## src/rtl/drdy_pkg.sv

```systemverilog
package drdy_pkg;

  typedef enum logic [1:0] {
    SEQ_IDLE  = 2'd0,
    SEQ_BLANK = 2'd1,
    SEQ_LOAD  = 2'd2
  } seq_state_e;

  // true when the bit index points at the final bit of a word
  function automatic logic is_final_bit(input int unsigned idx, input int unsigned bits);
    return idx == bits - 1;
  endfunction

  // true when the blanking countdown has no cycles left
  function automatic logic blank_spent(input int unsigned left);
    return left == 0;
  endfunction

endpackage

```

## src/rtl/drdy_update_seq.sv

```systemverilog
module drdy_update_seq
  import drdy_pkg::*;
#(
  parameter int unsigned BLANK_CYC = 4
) (
  input  logic clk,
  input  logic rst_n,
  input  logic run,
  input  logic upd_req,
  input  logic upd_end,
  output logic busy,
  output logic load,
  output logic acc_req,
  output logic acc_end
);
  localparam int unsigned CW = (BLANK_CYC < 2) ? 1 : $clog2(BLANK_CYC);

  seq_state_e     st_q;
  logic [CW-1:0]  left_q;
  logic           load_q;

  assign acc_req = run && upd_req && (st_q == SEQ_IDLE);
  assign acc_end = run && upd_end && (st_q == SEQ_LOAD);
  assign busy    = (st_q != SEQ_IDLE);
  assign load    = load_q;

  always_ff @(posedge clk or negedge rst_n) begin
    if (!rst_n) begin
      st_q   <= SEQ_IDLE;
      left_q <= '0;
      load_q <= 1'b0;
    end else if (!run) begin
      load_q <= 1'b0;
    end else begin
      load_q <= 1'b0;
      case (st_q)
        SEQ_IDLE: begin
          if (upd_req) begin
            st_q   <= SEQ_BLANK;
            left_q <= CW'(BLANK_CYC - 1);
          end
        end
        SEQ_BLANK: begin
          if (blank_spent(32'(left_q))) begin
            st_q   <= SEQ_LOAD;
            load_q <= 1'b1;
          end else begin
            left_q <= left_q - 1'b1;
          end
        end
        SEQ_LOAD: begin
          if (upd_end) st_q <= SEQ_IDLE;
        end
        default: st_q <= SEQ_IDLE;
      endcase
    end
  end

  // the commit strobe lasts one cycle
  p_load_single_r3: assert property (@(posedge clk) disable iff (!rst_n)
    load |=> !load);
  // the commit happens inside the inhibit window
  p_load_busy_r3: assert property (@(posedge clk) disable iff (!rst_n)
    load |-> busy);
  // an accepted end releases the inhibit
  p_end_release_r4: assert property (@(posedge clk) disable iff (!rst_n)
    acc_end |=> !busy);

endmodule

```

## src/rtl/drdy_word_track.sv

```systemverilog
module drdy_word_track
  import drdy_pkg::*;
#(
  parameter int unsigned WORD_BITS = 24
) (
  input  logic clk,
  input  logic rst_n,
  input  logic run,
  input  logic cs_n,
  input  logic sck_edge,
  input  logic inhibit,
  output logic word_done
);
  localparam int unsigned BW = (WORD_BITS < 2) ? 1 : $clog2(WORD_BITS);

  logic [BW-1:0] bit_q;

  assign word_done = run && !cs_n && sck_edge && !inhibit &&
                     is_final_bit(32'(bit_q), WORD_BITS);

  always_ff @(posedge clk or negedge rst_n) begin
    if (!rst_n) begin
      bit_q <= '0;
    end else if (run) begin
      if (cs_n) begin
        bit_q <= '0;
      end else if (sck_edge) begin
        if (inhibit || word_done) bit_q <= '0;
        else                      bit_q <= bit_q + 1'b1;
      end
    end
  end

  // releasing chip select drops any partial word
  p_cs_abort_r6: assert property (@(posedge clk) disable iff (!rst_n)
    (run && cs_n) |=> (bit_q == '0));
  // a bit during the inhibit window clears the count
  p_inhibit_clear_r8: assert property (@(posedge clk) disable iff (!rst_n)
    (run && !cs_n && sck_edge && inhibit) |=> (bit_q == '0));

endmodule

```

## src/rtl/drdy_ready_ctrl.sv

```systemverilog
module drdy_ready_ctrl (
  input  logic clk,
  input  logic rst_n,
  input  logic run,
  input  logic cal_mode,
  input  logic cal_start,
  input  logic cal_done,
  input  logic upd_start,
  input  logic upd_fin,
  input  logic word_done,
  output logic rdy_n,
  output logic cal_busy
);
  logic rdy_q, rdy_d;
  logic cal_q, cal_d;

  always_comb begin
    rdy_d = rdy_q;
    cal_d = cal_q;
    if (run) begin
      if (cal_mode) begin
        if (cal_start) begin
          rdy_d = 1'b1;
          cal_d = 1'b1;
        end else if (cal_done && cal_q) begin
          rdy_d = 1'b0;
          cal_d = 1'b0;
        end
      end else begin
        cal_d = 1'b0;
        if (upd_start)      rdy_d = 1'b1;
        else if (upd_fin)   rdy_d = 1'b0;
        else if (word_done) rdy_d = 1'b1;
      end
    end
  end

  always_ff @(posedge clk or negedge rst_n) begin
    if (!rst_n) begin
      rdy_q <= 1'b1;
      cal_q <= 1'b0;
    end else begin
      rdy_q <= rdy_d;
      cal_q <= cal_d;
    end
  end

  assign rdy_n    = rdy_q;
  assign cal_busy = cal_q;

  // a running calibration keeps the line high
  p_cal_hold_r10: assert property (@(posedge clk) disable iff (!rst_n)
    cal_busy |-> rdy_n);
  // standby freezes the ready line
  p_stby_hold_r12: assert property (@(posedge clk) disable iff (!rst_n)
    !run |=> $stable(rdy_n));

endmodule

```

## src/rtl/drdy_status_ctrl.sv

```systemverilog
module drdy_status_ctrl #(
  parameter int unsigned BLANK_CYC = 4,
  parameter int unsigned WORD_BITS = 24
) (
  input  logic clk,
  input  logic rst_n,
  input  logic stby_n,
  input  logic cal_mode,
  input  logic upd_req,
  input  logic upd_end,
  input  logic cal_start,
  input  logic cal_done,
  input  logic cs_n,
  input  logic sck_edge,
  output logic rdy_n,
  output logic rd_inhibit,
  output logic upd_load
);
  logic upd_busy;
  logic upd_accept;
  logic upd_finish;
  logic word_done;
  logic cal_busy;

  drdy_update_seq #(.BLANK_CYC(BLANK_CYC)) u_seq (
    .clk     (clk),
    .rst_n   (rst_n),
    .run     (stby_n),
    .upd_req (upd_req),
    .upd_end (upd_end),
    .busy    (upd_busy),
    .load    (upd_load),
    .acc_req (upd_accept),
    .acc_end (upd_finish)
  );

  drdy_word_track #(.WORD_BITS(WORD_BITS)) u_word (
    .clk       (clk),
    .rst_n     (rst_n),
    .run       (stby_n),
    .cs_n      (cs_n),
    .sck_edge  (sck_edge),
    .inhibit   (upd_busy),
    .word_done (word_done)
  );

  drdy_ready_ctrl u_rdy (
    .clk       (clk),
    .rst_n     (rst_n),
    .run       (stby_n),
    .cal_mode  (cal_mode),
    .cal_start (cal_start),
    .cal_done  (cal_done),
    .upd_start (upd_accept),
    .upd_fin   (upd_finish),
    .word_done (word_done),
    .rdy_n     (rdy_n),
    .cal_busy  (cal_busy)
  );

  assign rd_inhibit = upd_busy;

  // an accepted request raises ready and inhibit together
  p_req_raises_r2: assert property (@(posedge clk) disable iff (!rst_n)
    (upd_accept && !cal_mode) |=> (rdy_n && rd_inhibit));
  // a finished read in conversion mode raises ready
  p_read_raises_r5: assert property (@(posedge clk) disable iff (!rst_n)
    (word_done && !cal_mode) |=> rdy_n);
  // no commit strobe in standby
  p_stby_noload_r12: assert property (@(posedge clk) disable iff (!rst_n)
    !stby_n |=> !upd_load);
  // a completed word never coincides with the inhibit window
  p_done_outside_r8: assert property (@(posedge clk) disable iff (!rst_n)
    word_done |-> !rd_inhibit);

endmodule

```

## config.mk

```make
export PLATFORM = sky130hd
export DESIGN_NAME = drdy_status_ctrl
export DESIGN_NICKNAME = d
export VERILOG_FILES = /design/src/rtl/drdy_pkg.sv /design/src/rtl/drdy_update_seq.sv /design/src/rtl/drdy_word_track.sv /design/src/rtl/drdy_ready_ctrl.sv /design/src/rtl/drdy_status_ctrl.sv
export SDC_FILE = /design/constraint.sdc
export NUM_CORES = 1
export LEC_CHECK = 0
export BUFFER_PORTS_ARGS = -buffer_cell sky130_fd_sc_hd__buf_2
export CORE_ASPECT_RATIO = 1.1
export CORE_MARGIN = 2
export CORE_UTILIZATION = 31
export CTS_CLUSTER_DIAMETER = 120
export CTS_CLUSTER_SIZE = 14
export DETAILED_ROUTE_END_ITERATION = 7
export PLACE_DENSITY = 0.6
export SYNTH_ARGS = -nofsm -noshare
export SYNTH_HDL_FRONTEND = slang
export SYNTH_SLANG_ARGS = --single-unit
```

## constraint.sdc

```tcl
create_clock -name clk -period 1.4 [get_ports clk]
set_input_delay 0.14 -clock clk [delete_from_list [all_inputs] [get_ports clk]]
set_output_delay 0.14 -clock clk [all_outputs]
set_load 0.03 [all_outputs]
```

# Yosys cells after proc, flatten, opt, wreduce, memory -nomap -nowiden
# Index checks and enable logic that the tools add are counted.
# classes
muxes	20
add_sub_neg	2
reduce_logical	23
n_eq_ne	8
# ops
op	n
$mux W5	3
$mux W1	10
$mux W2	5
$logic_and A1 B1 Y1	9
$reduce_and A4 Y1	2
$ne A2 B2 Y1 const B	3
$pmux W2 S3	1
$reduce_bool A2 Y1	3
$add A5 B1 Y5 const B	1
$eq A5 B5 Y1 const B	1
$logic_not A2 Y1	2
$pmux W2 S2	1
$reduce_and A2 Y1	2
$reduce_bool A4 Y1	1
$ne A3 B1 Y1 const B	1
$reduce_and A3 Y1	1
$eq A2 B1 Y1 const B	1
$eq A2 B2 Y1 const B	1
$logic_not A1 Y1	2
$ne A2 B1 Y1 const B	1
$sub A2 B1 Y2 const B	1
$logic_or A1 B1 Y1	1
# totals
out_inout_bits	3
register_bits	12
inputBits	10
elab_cells	59

# Logic depth before layout (Yosys ltp)
# Gate-level depths: netlist of run 1.
# logic_depth
ltp_word	9
ltp_mapped	6
mapped_depth_nobuf	6

# Hierarchy
# A second synthesis of run 1 with hierarchy kept.
# unflattened
hier_cells	71
area_unflattened_um2	718.2
# by_module_without_submodules
mod	area_per_inst_um2	cells_each	n_inst	seq_area_each_um2
drdy_word_track	302.8	33	1	125.1
drdy_update_seq	280.3	23	1	125.1
drdy_ready_ctrl	135.1	15	1	51.3

# Least setup slack after synthesis of run 1
# No wires, ideal clock.
# synth_timing
path_kind	register -> register
start	reg u_seq.st_q[1]
end	reg u_rdy.rdy_q, in the netlist u_rdy.rdy_n
path_stages_with_launch	6
synth_period_minus_slack_ns	1.332
path_buffers	1
required_time_ns	1.302
setup_ns	0.098
setup_slack_ns	0.068
t_arrival_ns	1.234
cell_sequence	dfrtp_1 buf_2 or3b_1 nor3_2 o211ai_1 o311ai_1
# synth_via
elab_chain_len	6
elab_cells_between_ends	13
cone_classes	eq/ne: 1; mux: 3; reduce/logical: 9
# synth_rtl
element	line	text
start, declared	drdy_update_seq.sv:18	seq_state_e st_q;
start signal, assigned	drdy_update_seq.sv:29	st_q <= SEQ_IDLE;
start signal, assigned	drdy_update_seq.sv:39	st_q <= SEQ_BLANK;
start signal, assigned	drdy_update_seq.sv:45	st_q <= SEQ_LOAD;
$reduce_bool A2 Y1	drdy_update_seq.sv:24	assign busy = (st_q != SEQ_IDLE);
$logic_not A1 Y1	drdy_word_track.sv:18	assign word_done = run && !cs_n && sck_edge && !inhibit &&
$logic_and A1 B1 Y1 (2 in series)	drdy_word_track.sv:18	
$reduce_bool A4 Y1 (no source line)	-	
$reduce_and A3 Y1 (no source line)	-	
end signal, assigned	drdy_ready_ctrl.sv:43	rdy_q <= rdy_d;
end, declared	drdy_ready_ctrl.sv:14	logic rdy_q, rdy_d;
# Parallel ways exist; a longest one is shown, timed or not.
# A chain may end at the register's enable or synchronous reset.

# Worst setup path after layout of run 1
# layout_timing
start	reg u_seq.st_q[0]
end	reg u_rdy.rdy_q, in the netlist u_rdy.rdy_n
# Same word-level chain as after synthesis.

==> results of run 1 <==
==> routing by layer <==
layer,share of wire,routed length (um),track usage
met1,0.48,651,0.138
met2,0.49,669,0.178
met3,0.015,21,0.0167
met4,0.013,18,0.100
met5,0,0,0
==> kinds of logic (layout without fill, tap and decap cells) <==
logic type,count (synthesis),in the layout,synth area share
compound gates,26,26,0.240
fa+ha+maj,2,2,0.0360
buf+inv,11,29,0.0631
flops,12,12,0.434
mux,1,1,0.0144
simple gates,25,25,0.213
==> power by group through the flow <==
| stage | Sequential (mW) | Clock, mW | Combinational (mW) |
|---|---|---|---|
| finish | 0.477 | 0.282 | 0.445 |
| CTS | 0.477 | 0.296 | 0.442 |
| detailed placement | 0.485 | 0 | 0.439 |
| global route | 0.488 | 0.305 | 0.506 |
| global placement | 0.481 | 0 | 0.430 |
| floorplan | 0.489 | 0 | 0.308 |
==> area by class of cell <==
cell class,count,area share
clock buffers,4,0.0426
inverters,9,0.0397
multi-input cells,54,0.413
flip-flops and latches,12,0.354
well taps,28,0.0412
repair buffers,16,0.109
==> flip-flops by register name, indices dropped and copies added (netlist names) <==
signal          flops
u_rdy.cal_busy      1
u_rdy.rdy_n         1
u_seq.left_q        2
u_seq.load          1
u_seq.st_q          2
u_word.bit_q        5
==> worst max-delay path: stages (launching register included) <==
cell and delay [ps]:
sky130_fd_sc_hd__dfrtp_1 410, sky130_fd_sc_hd__or3b_4 410, sky130_fd_sc_hd__nor3_2 210, sky130_fd_sc_hd__o211ai_1 100, sky130_fd_sc_hd__o311ai_1 90
==> repair_timing <==
action                     CTS  global route
hold endpoints to repair    12             0
resized for setup            0             1
hold buffers                 1             0
setup endpoints to repair    0             2
==> final timing paths <==
check	to	slack, ps	cells after the start
max reg2reg	u_rdy.rdy_n$_DFFE_PN1P_	90	4
max in group asynchronous	u_rdy.rdy_n$_DFFE_PN1P_	850	2
max	u_rdy.rdy_n$_DFFE_PN1P_	90	4
min in group asynchronous	u_seq.left_q[0]$_DFFE_PN0P_	270	2
min reg2reg	u_word.bit_q[4]$_DFFE_PN0P_	490	1
min	u_seq.st_q[0]$_DFFE_PN0P_	120	2
==> cell usage in the layout, fill, tap and decap left out, drive strengths merged <==
master	count
a22o	1
clkbuf	4
nor2	3
nor3b	2
nand4b	1
nor2b	2
a211oi	1
o21ai	10
buf	15
o21a	1
o22ai	1
nor3	1
inv	9
nand2b	1
mux2i	1
o31ai	2
dfrtp	11
o211ai	1
o21bai	2
nor4bb	1
a21o	2
or3b	1
and3	2
a21oi	3
dfstp	1
dlygate4sd3	1
nand3	5
a41o	1
nand2	6
ha	2
o311ai	1
==> cell usage after synthesis, types with 2 or more instances <==
cell                        n
sky130_fd_sc_hd__nor2_1     3
sky130_fd_sc_hd__nor2b_1    2
sky130_fd_sc_hd__o21ai_0   10
sky130_fd_sc_hd__nand3_1    5
sky130_fd_sc_hd__o21bai_1   2
sky130_fd_sc_hd__and3_1     2
sky130_fd_sc_hd__a21o_1     2
sky130_fd_sc_hd__dfrtp_1   11
sky130_fd_sc_hd__buf_2      2
sky130_fd_sc_hd__nand2_1    6
sky130_fd_sc_hd__o31ai_1    2
sky130_fd_sc_hd__a21oi_1    3
sky130_fd_sc_hd__inv_1      9
sky130_fd_sc_hd__ha_1       2
==> flow_summary.json, run 1 <==
{
  "cts-root-to-sink-buffers": 2,
  "gpl.final_weighted_congestion": 0.790,
  "finalSetupTns_ps": 0,
  "timing.hold.worst.start": "upd_req",
  "final_core_utilization": 0.412,
  "dp_cells": 118,
  "period_minus_slack_ps": 1310,
  "max_freq_ghz": 0.764,
  "postSynthAreaPerCell_um2": 9.02,
  "slew_headroom": 0.636,
  "tightestPinTransition_ps": 540,
  "critPathLaunch": "u_seq.st_q[0]$_DFFE_PN0P_",
  "regArea_um2": 302,
  "worstSetupEndpointType": "flop",
  "post-layout-total-power_mw": 1.20,
  "placement_rows": 17,
  "numPortBuffers": 12,
  "p_sw_mw": 0.433,
  "synth-edff-count": 0,
  "fraction_of_registers_with_async_set_reset": 1.00,
  "final_routed_wirelength_um": 1360,
  "post_detailed_route_wirelength_per_cell_um": 11.1,
  "intPower_mw": 0.771,
  "crit_type": "flop to flop",
  "sequential_to_total_area_share_from_yosys_stat": 0.434,
  "synth_flop_cell": "sky130_fd_sc_hd__dfrtp_1",
  "clk_pin_slew_worst_paths_ps": 90,
  "root_buffer": "sky130_fd_sc_hd__clkbuf_4",
  "synthesis.instances": 77,
  "cts_post_setup_buffers_inserted": 0,
  "synth.net_count": 89,
  "final_layout_size_suffix_gt1_frac": 0.242,
  "critical_path.max_fanout": 3,
  "placed_area_um2": 802,
  "syn_area_um2": 694,
  "setup_viol": 0,
  "timing.final.max_slew_violations": 0,
  "clkSinkCount": 12,
  "num-fill-cells": 212,
  "finished_layout_cells": 123,
  "grt_remaining_overflow": 0,
  "setup_ws_final_ps": 90.9,
  "antenna_found_initial": 0,
  "max-vdd-ir-drop_mv": 0.668,
  "grt_first_pass_wirelength_um": 2170,
  "antennaDiodeCount": 0,
  "clock_latency_ps": 280,
  "worstReg2RegStart": "u_seq.st_q[0]$_DFFE_PN0P_",
  "synth_top_area_share": 0.396,
  "drc": 0,
  "synth_seq_cells": 12,
  "width_of_the_chip_um": 49.1,
  "cts.htree.levels": 1,
  "maximum_number_of_pins_on_one_net_before_global_route_repair": 13,
  "final_design_area_no_fill_um2": 851,
  "detailedRoute.firstPassIterationCount": 2,
  "dieArea_um2": 2640,
  "worst_setup_path_start_kind": "flop",
  "initial_core_util": 0.337,
  "final_net_count": 108,
  "ant_nets": 0,
  "syn_warnings": 0,
  "cts_tree": "yes",
  "track_usage": 0.113,
  "synth_area_leaders": "sky130_fd_sc_hd__dfrtp_1, sky130_fd_sc_hd__o21ai_0, sky130_fd_sc_hd__inv_1",
  "netlist-cell-type-count": 30,
  "report.final.hold_viol_count": 0,
  "tritoncts.num_buffers": 3,
  "core_area_um2": 2060,
  "critPathArrivalTime_ps": 1500,
  "timing.clock.skew_ps": 12.7,
  "route.vias.total": 595,
  "switching_share_of_total_power": 0.360,
  "max-cap-violations": 0,
  "syn_to_final_growth_pct": 22.5,
  "cellPowerDensity_nw_per_um2": 1420,
  "multi_input_comb_area_um2": 352,
  "number_of_i_o_pins": 13,
  "hpwl_detailed_um": 1040,
  "hold_ws_ps": 119,
  "hold_class": "input pin to flop",
  "first_global_vias": 539,
  "rsz0062_at_grt": "false",
  "total_leakage_power_nw": 0.415,
  "place_worst_setup_slack_ps": 93.5,
  "avgViaCountPerCell": 4.84,
  "run_status": "complete, no violations",
  "synth.largest_area_cell": "sky130_fd_sc_hd__dfrtp_1",
  "pwr-share-clk": 0.234,
  "critical_path_required_ps": 1590,
  "initialDrtViolationCount": 9,
  "combPwrFrac": 0.370,
  "final_min_period_over_clock_period": 0.935,
  "die_h_um": 53.6,
  "sequential_power_share": 0.396
}
Note: power is estimated with default switching activity, not from simulation.
==> run 2: changes to the inputs <==
HOLD_SLACK_MARGIN = 0.12   (was unset)
==> flow_summary.json, run 2 (same netlist as run 1, synthesis figures left out) <==
{
  "cts_tree": "yes",
  "avgViaCountPerCell": 4.80,
  "max-vdd-ir-drop_mv": 0.676,
  "grt_first_pass_wirelength_um": 2210,
  "ant_nets": 0,
  "report.final.hold_viol_count": 0,
  "final_min_period_over_clock_period": 0.935,
  "critical_path_required_ps": 1590,
  "run_status": "complete, no violations",
  "regMostFlops": "u_word.bit_q",
  "max-cap-violations": 0,
  "initial_core_util": 0.337,
  "crit_type": "flop to flop",
  "final_net_count": 110,
  "numPortBuffers": 12,
  "layout_common_cells": "sky130_fd_sc_hd__buf_2, sky130_fd_sc_hd__dfrtp_1, sky130_fd_sc_hd__o21ai_0, sky130_fd_sc_hd__inv_1, sky130_fd_sc_hd__nand2_1",
  "placement_rows": 17,
  "tritoncts.num_buffers": 3,
  "timing.final.max_slew_violations": 0,
  "setup_viol": 0,
  "num-fill-cells": 211,
  "hold_class": "input pin to flop",
  "syn_to_final_growth_pct": 25.4,
  "clock_latency_ps": 280,
  "finalSetupTns_ps": 0,
  "dieArea_um2": 2640,
  "drc": 0,
  "total_leakage_power_nw": 0.423,
  "worst_setup_path_start_kind": "flop",
  "tightestPinTransition_ps": 540,
  "max_freq_ghz": 0.764,
  "timing.clock.skew_ps": 12.9,
  "setup_ws_final_ps": 90.7,
  "first_global_vias": 551,
  "route.vias.total": 600,
  "worstSetupEndpointType": "flop",
  "final_layout_size_suffix_gt1_frac": 0.237,
  "maximum_number_of_pins_on_one_net_before_global_route_repair": 13,
  "die_h_um": 53.6,
  "slew_headroom": 0.636,
  "cts-root-to-sink-buffers": 2,
  "rsz0062_at_grt": "false",
  "multi_input_comb_area_um2": 352,
  "regArea_um2": 302,
  "width_of_the_chip_um": 49.1,
  "final_routed_wirelength_um": 1370,
  "place_worst_setup_slack_ps": 93.5,
  "antenna_found_initial": 0,
  "core_area_um2": 2060,
  "grt_remaining_overflow": 0,
  "critical_path.max_fanout": 3,
  "gpl.final_weighted_congestion": 0.790,
  "track_usage": 0.114,
  "detailedRoute.firstPassIterationCount": 2,
  "cellPowerDensity_nw_per_um2": 1390,
  "antennaDiodeCount": 0,
  "cts.htree.levels": 1,
  "root_buffer": "sky130_fd_sc_hd__clkbuf_4",
  "mostFrequentLayoutCell": "sky130_fd_sc_hd__buf_2",
  "critPathArrivalTime_ps": 1500,
  "initialDrtViolationCount": 9,
  "hpwl_detailed_um": 1040,
  "number_of_i_o_pins": 13,
  "period_minus_slack_ps": 1310,
  "largest_register_ffs": 5,
  "clk_pin_slew_worst_paths_ps": 90,
  "clkSinkCount": 12,
  "post_detailed_route_wirelength_per_cell_um": 11.0,
  "largestRegisters": "u_word.bit_q: 5 flops, u_seq.left_q: 2 flops, u_seq.st_q: 2 flops",
  "min_delay_path_depth": 2,
  "worst_r2r_path_depth": 4
}
## run 2: cell count changes in the layout (fill, tap and decap cells not counted), sizes merged
cell	delta
dlygate4sd3	+2
## run 2: where the power goes
group | total [mW] | switching, mW | internal, mW
clock | 0.282 | 0.124 | 0.158
sequential | 0.478 | 0.0538 | 0.424
combinational | 0.449 | 0.256 | 0.193
total | 1.21 | 0.434 | 0.775
## run 2: critical path: stages (launching register included)
cell and delay (ps):
sky130_fd_sc_hd__dfrtp_1 410, sky130_fd_sc_hd__or3b_4 410, sky130_fd_sc_hd__nor3_2 210, sky130_fd_sc_hd__o211ai_1 100, sky130_fd_sc_hd__o311ai_1 90
## run 2: per-layer routing
metal | track usage | share of wire | vias up
met5 | 0 | 0 | -
met4 | 0.100 | 0.013 | 0
met3 | 0.0167 | 0.014 | 2
met2 | 0.182 | 0.49 | 3
met1 | 0.138 | 0.48 | 279
li1 | - | - | 316
## run 2: through the flow
stage	hold slack, ps	cells	utilization	cell area, um2	power (mW)
2_1_floorplan	-156	77	-	694	0.798
3_3_place_gp	42.2	118	0.389	802	0.912
3_5_place_dp	40.6	118	0.389	802	0.924
4_1_cts	158	125	0.421	868	1.22
5_1_grt	174	125	0.422	871	1.30
6_report	168	125	0.422	871	1.21
## run 2: repair_timing
action / 4_1_cts / 5_1_grt
gates resized for setup: 0 / 1
buffers inserted: 0 / 0
hold buffers: 3 / 0
endpoints found under the setup margin: 0 / 2
hold endpoints to repair: 14 / 0
## run 2: worst paths after layout
kind                                              from                     endpoint  slack (ps)
max in group asynchronous                        rst_n      u_rdy.rdy_n$_DFFE_PN1P_         850
max                          u_seq.st_q[0]$_DFFE_PN0P_      u_rdy.rdy_n$_DFFE_PN1P_          90
min                                             stby_n   u_rdy.cal_busy$_DFFE_PN0P_         170
min in group asynchronous                        rst_n  u_seq.left_q[0]$_DFFE_PN0P_         270
min reg2reg                u_word.bit_q[4]$_DFFE_PN0P_  u_word.bit_q[4]$_DFFE_PN0P_         490
max reg2reg                  u_seq.st_q[0]$_DFFE_PN0P_      u_rdy.rdy_n$_DFFE_PN1P_          90
## run 2: area by class of cell
class	count	area share
timing repair buffer	18	0.129
tap	28	0.0402
inverter	9	0.0388
sequential	12	0.346
multi-input combinational	54	0.404
clock buffer	4	0.0417
==> run 3: changes to the inputs <==
PLACE_DENSITY = 0.59   (was 0.6)
clock period = 1.6 ns   (was 1.4 ns; I/O delays follow)
==> flow_summary.json, run 3 (same netlist as run 1, synthesis figures left out) <==
{
  "run_status": "complete, no violations",
  "die_h_um": 53.6,
  "final_core_utilization": 0.399,
  "worst_r2r_path_depth": 4,
  "largest_register_ffs": 5,
  "final_layout_size_suffix_gt1_frac": 0.204,
  "width_of_the_chip_um": 49.1,
  "worstReg2RegEnd": "u_rdy.rdy_n$_DFFE_PN1P_",
  "first_global_vias": 546,
  "layout_common_cells": "sky130_fd_sc_hd__buf_2, sky130_fd_sc_hd__dfrtp_1, sky130_fd_sc_hd__o21ai_0, sky130_fd_sc_hd__inv_1, sky130_fd_sc_hd__nand2_1",
  "final_net_count": 106,
  "total_leakage_power_nw": 0.397,
  "critPathArrivalTime_ps": 1580,
  "dieArea_um2": 2640,
  "cts-root-to-sink-buffers": 2,
  "detailedRoute.firstPassIterationCount": 4,
  "rsz0062_at_grt": "false",
  "mostFrequentLayoutCell": "sky130_fd_sc_hd__buf_2",
  "initialDrtViolationCount": 10,
  "grt_remaining_overflow": 0,
  "reg2reg_slack_ps": 190,
  "hold_class": "input pin to flop",
  "cts.htree.levels": 1,
  "worst_setup_path_start_kind": "flop",
  "track_usage": 0.114,
  "clk_pin_slew_worst_paths_ps": 70,
  "timing.clock.skew_ps": 7.12,
  "max-cap-violations": 0,
  "initial_core_util": 0.337,
  "core_area_um2": 2060,
  "grt_busiest_layer": "met2",
  "grt_first_pass_wirelength_um": 2230,
  "cts_tree": "yes",
  "syn_to_final_growth_pct": 18.6,
  "ant_nets": 0,
  "finalSetupTns_ps": 0,
  "setup_viol": 0,
  "number_of_i_o_pins": 13,
  "setup.worst_path.end": "u_rdy.rdy_n$_DFFE_PN1P_",
  "antenna_found_initial": 0,
  "clkSinkCount": 12,
  "critPathLaunch": "u_seq.st_q[1]$_DFFE_PN0P_",
  "antennaDiodeCount": 0,
  "tritoncts.num_buffers": 3,
  "placement_rows": 17,
  "use_met3": 0.0250,
  "route.vias.total": 611,
  "final_design_area_no_fill_um2": 823,
  "timing.final.max_slew_violations": 0,
  "crit_type": "flop to flop",
  "maximum_number_of_pins_on_one_net_before_global_route_repair": 13,
  "slew_headroom": 0.626,
  "max_freq_ghz": 0.710,
  "worstSetupEndpointType": "flop",
  "worstReg2RegStart": "u_seq.st_q[1]$_DFFE_PN0P_",
  "setup_ws_final_ps": 191,
  "max-vdd-ir-drop_mv": 0.644,
  "cellPowerDensity_nw_per_um2": 1200,
  "num-fill-cells": 226,
  "post-layout-total-power_mw": 0.992,
  "tightestPinTransition_ps": 555,
  "report.final.hold_viol_count": 0,
  "avgViaCountPerCell": 5.05,
  "met1_usage": 0.137,
  "final_routed_wirelength_um": 1390,
  "met2_routing_resource_usage_after_global_routing": 0.182,
  "numPortBuffers": 12,
  "regMostFlops": "u_word.bit_q",
  "largestRegisters": "u_word.bit_q: 5 flops, u_seq.left_q: 2 flops, u_seq.st_q: 2 flops",
  "final_min_period_over_clock_period": 0.881,
  "clock_latency_ps": 270,
  "placed_area_um2": 787,
  "critical_path_required_ps": 1770,
  "hpwl_detailed_um": 1060,
  "place_worst_setup_slack_ps": 198,
  "post_cts_resize_count": 0,
  "post_detailed_route_wirelength_per_cell_um": 11.5,
  "period_minus_slack_ps": 1410,
  "critical_path.max_fanout": 8,
  "drc": 0,
  "gpl.final_weighted_congestion": 0.743,
  "root_buffer": "sky130_fd_sc_hd__clkbuf_4"
}
[run 3: what timing repair did]
action	CTS	global route
buffers inserted	0	0
endpoints found under the hold margin	12	0
hold buffers	1	0
[run 3: cell type report]
class / instances / area (um2) / share of cell area
multi-input cells: 54 / 349 / 0.424
repair buffers: 14 / 77.6 / 0.0942
clock buffers: 4 / 26.3 / 0.0319
inverters: 9 / 33.8 / 0.0410
flip-flops and latches: 12 / 302 / 0.366
well taps: 28 / 35.0 / 0.0426
[run 3: worst min path at each step]
stage,startpoint,endpoint,slack (ps),cells past startpoint
2_1_floorplan,rst_n,u_rdy.cal_busy$_DFFE_PN0P_,-140,0
3_3_place_gp,rst_n,u_word.bit_q[1]$_DFFE_PN0P_,70,1
3_5_place_dp,rst_n,u_word.bit_q[2]$_DFFE_PN0P_,60,1
4_1_cts,upd_req,u_seq.st_q[0]$_DFFE_PN0P_,150,2
5_1_grt,upd_req,u_seq.st_q[0]$_DFFE_PN0P_,140,2
6_report,upd_req,u_seq.st_q[0]$_DFFE_PN0P_,150,2
[run 3: routing by layer]
metal	vias up	part of all wire
li1	308	-
met1	290	0.47
met2	9	0.48
met3	4	0.024
met4	0	0.022
met5	-	0
[run 3: critical path: stages (launching register included)]
cell                       delay (ps)
sky130_fd_sc_hd__dfrtp_1          470
sky130_fd_sc_hd__or3b_1           420
sky130_fd_sc_hd__nor3_2           220
sky130_fd_sc_hd__o211ai_1         100
sky130_fd_sc_hd__o311ai_1         100
[run 3: where the power goes]
part | internal, mW | switching, mW | leakage [nW] | total, mW
logic | 0.151 | 0.211 | 0.230 | 0.362
registers | 0.371 | 0.0604 | 0.152 | 0.431
clock network | 0.0966 | 0.102 | 0.0150 | 0.198
total | 0.619 | 0.373 | 0.397 | 0.992
[run 3: stage by stage]
step,hold WS (ps),std cells
finish,151,121
global route,138,121
CTS,148,121
detailed placement,63.5,116
global placement,66.0,116
floorplan,-136,77
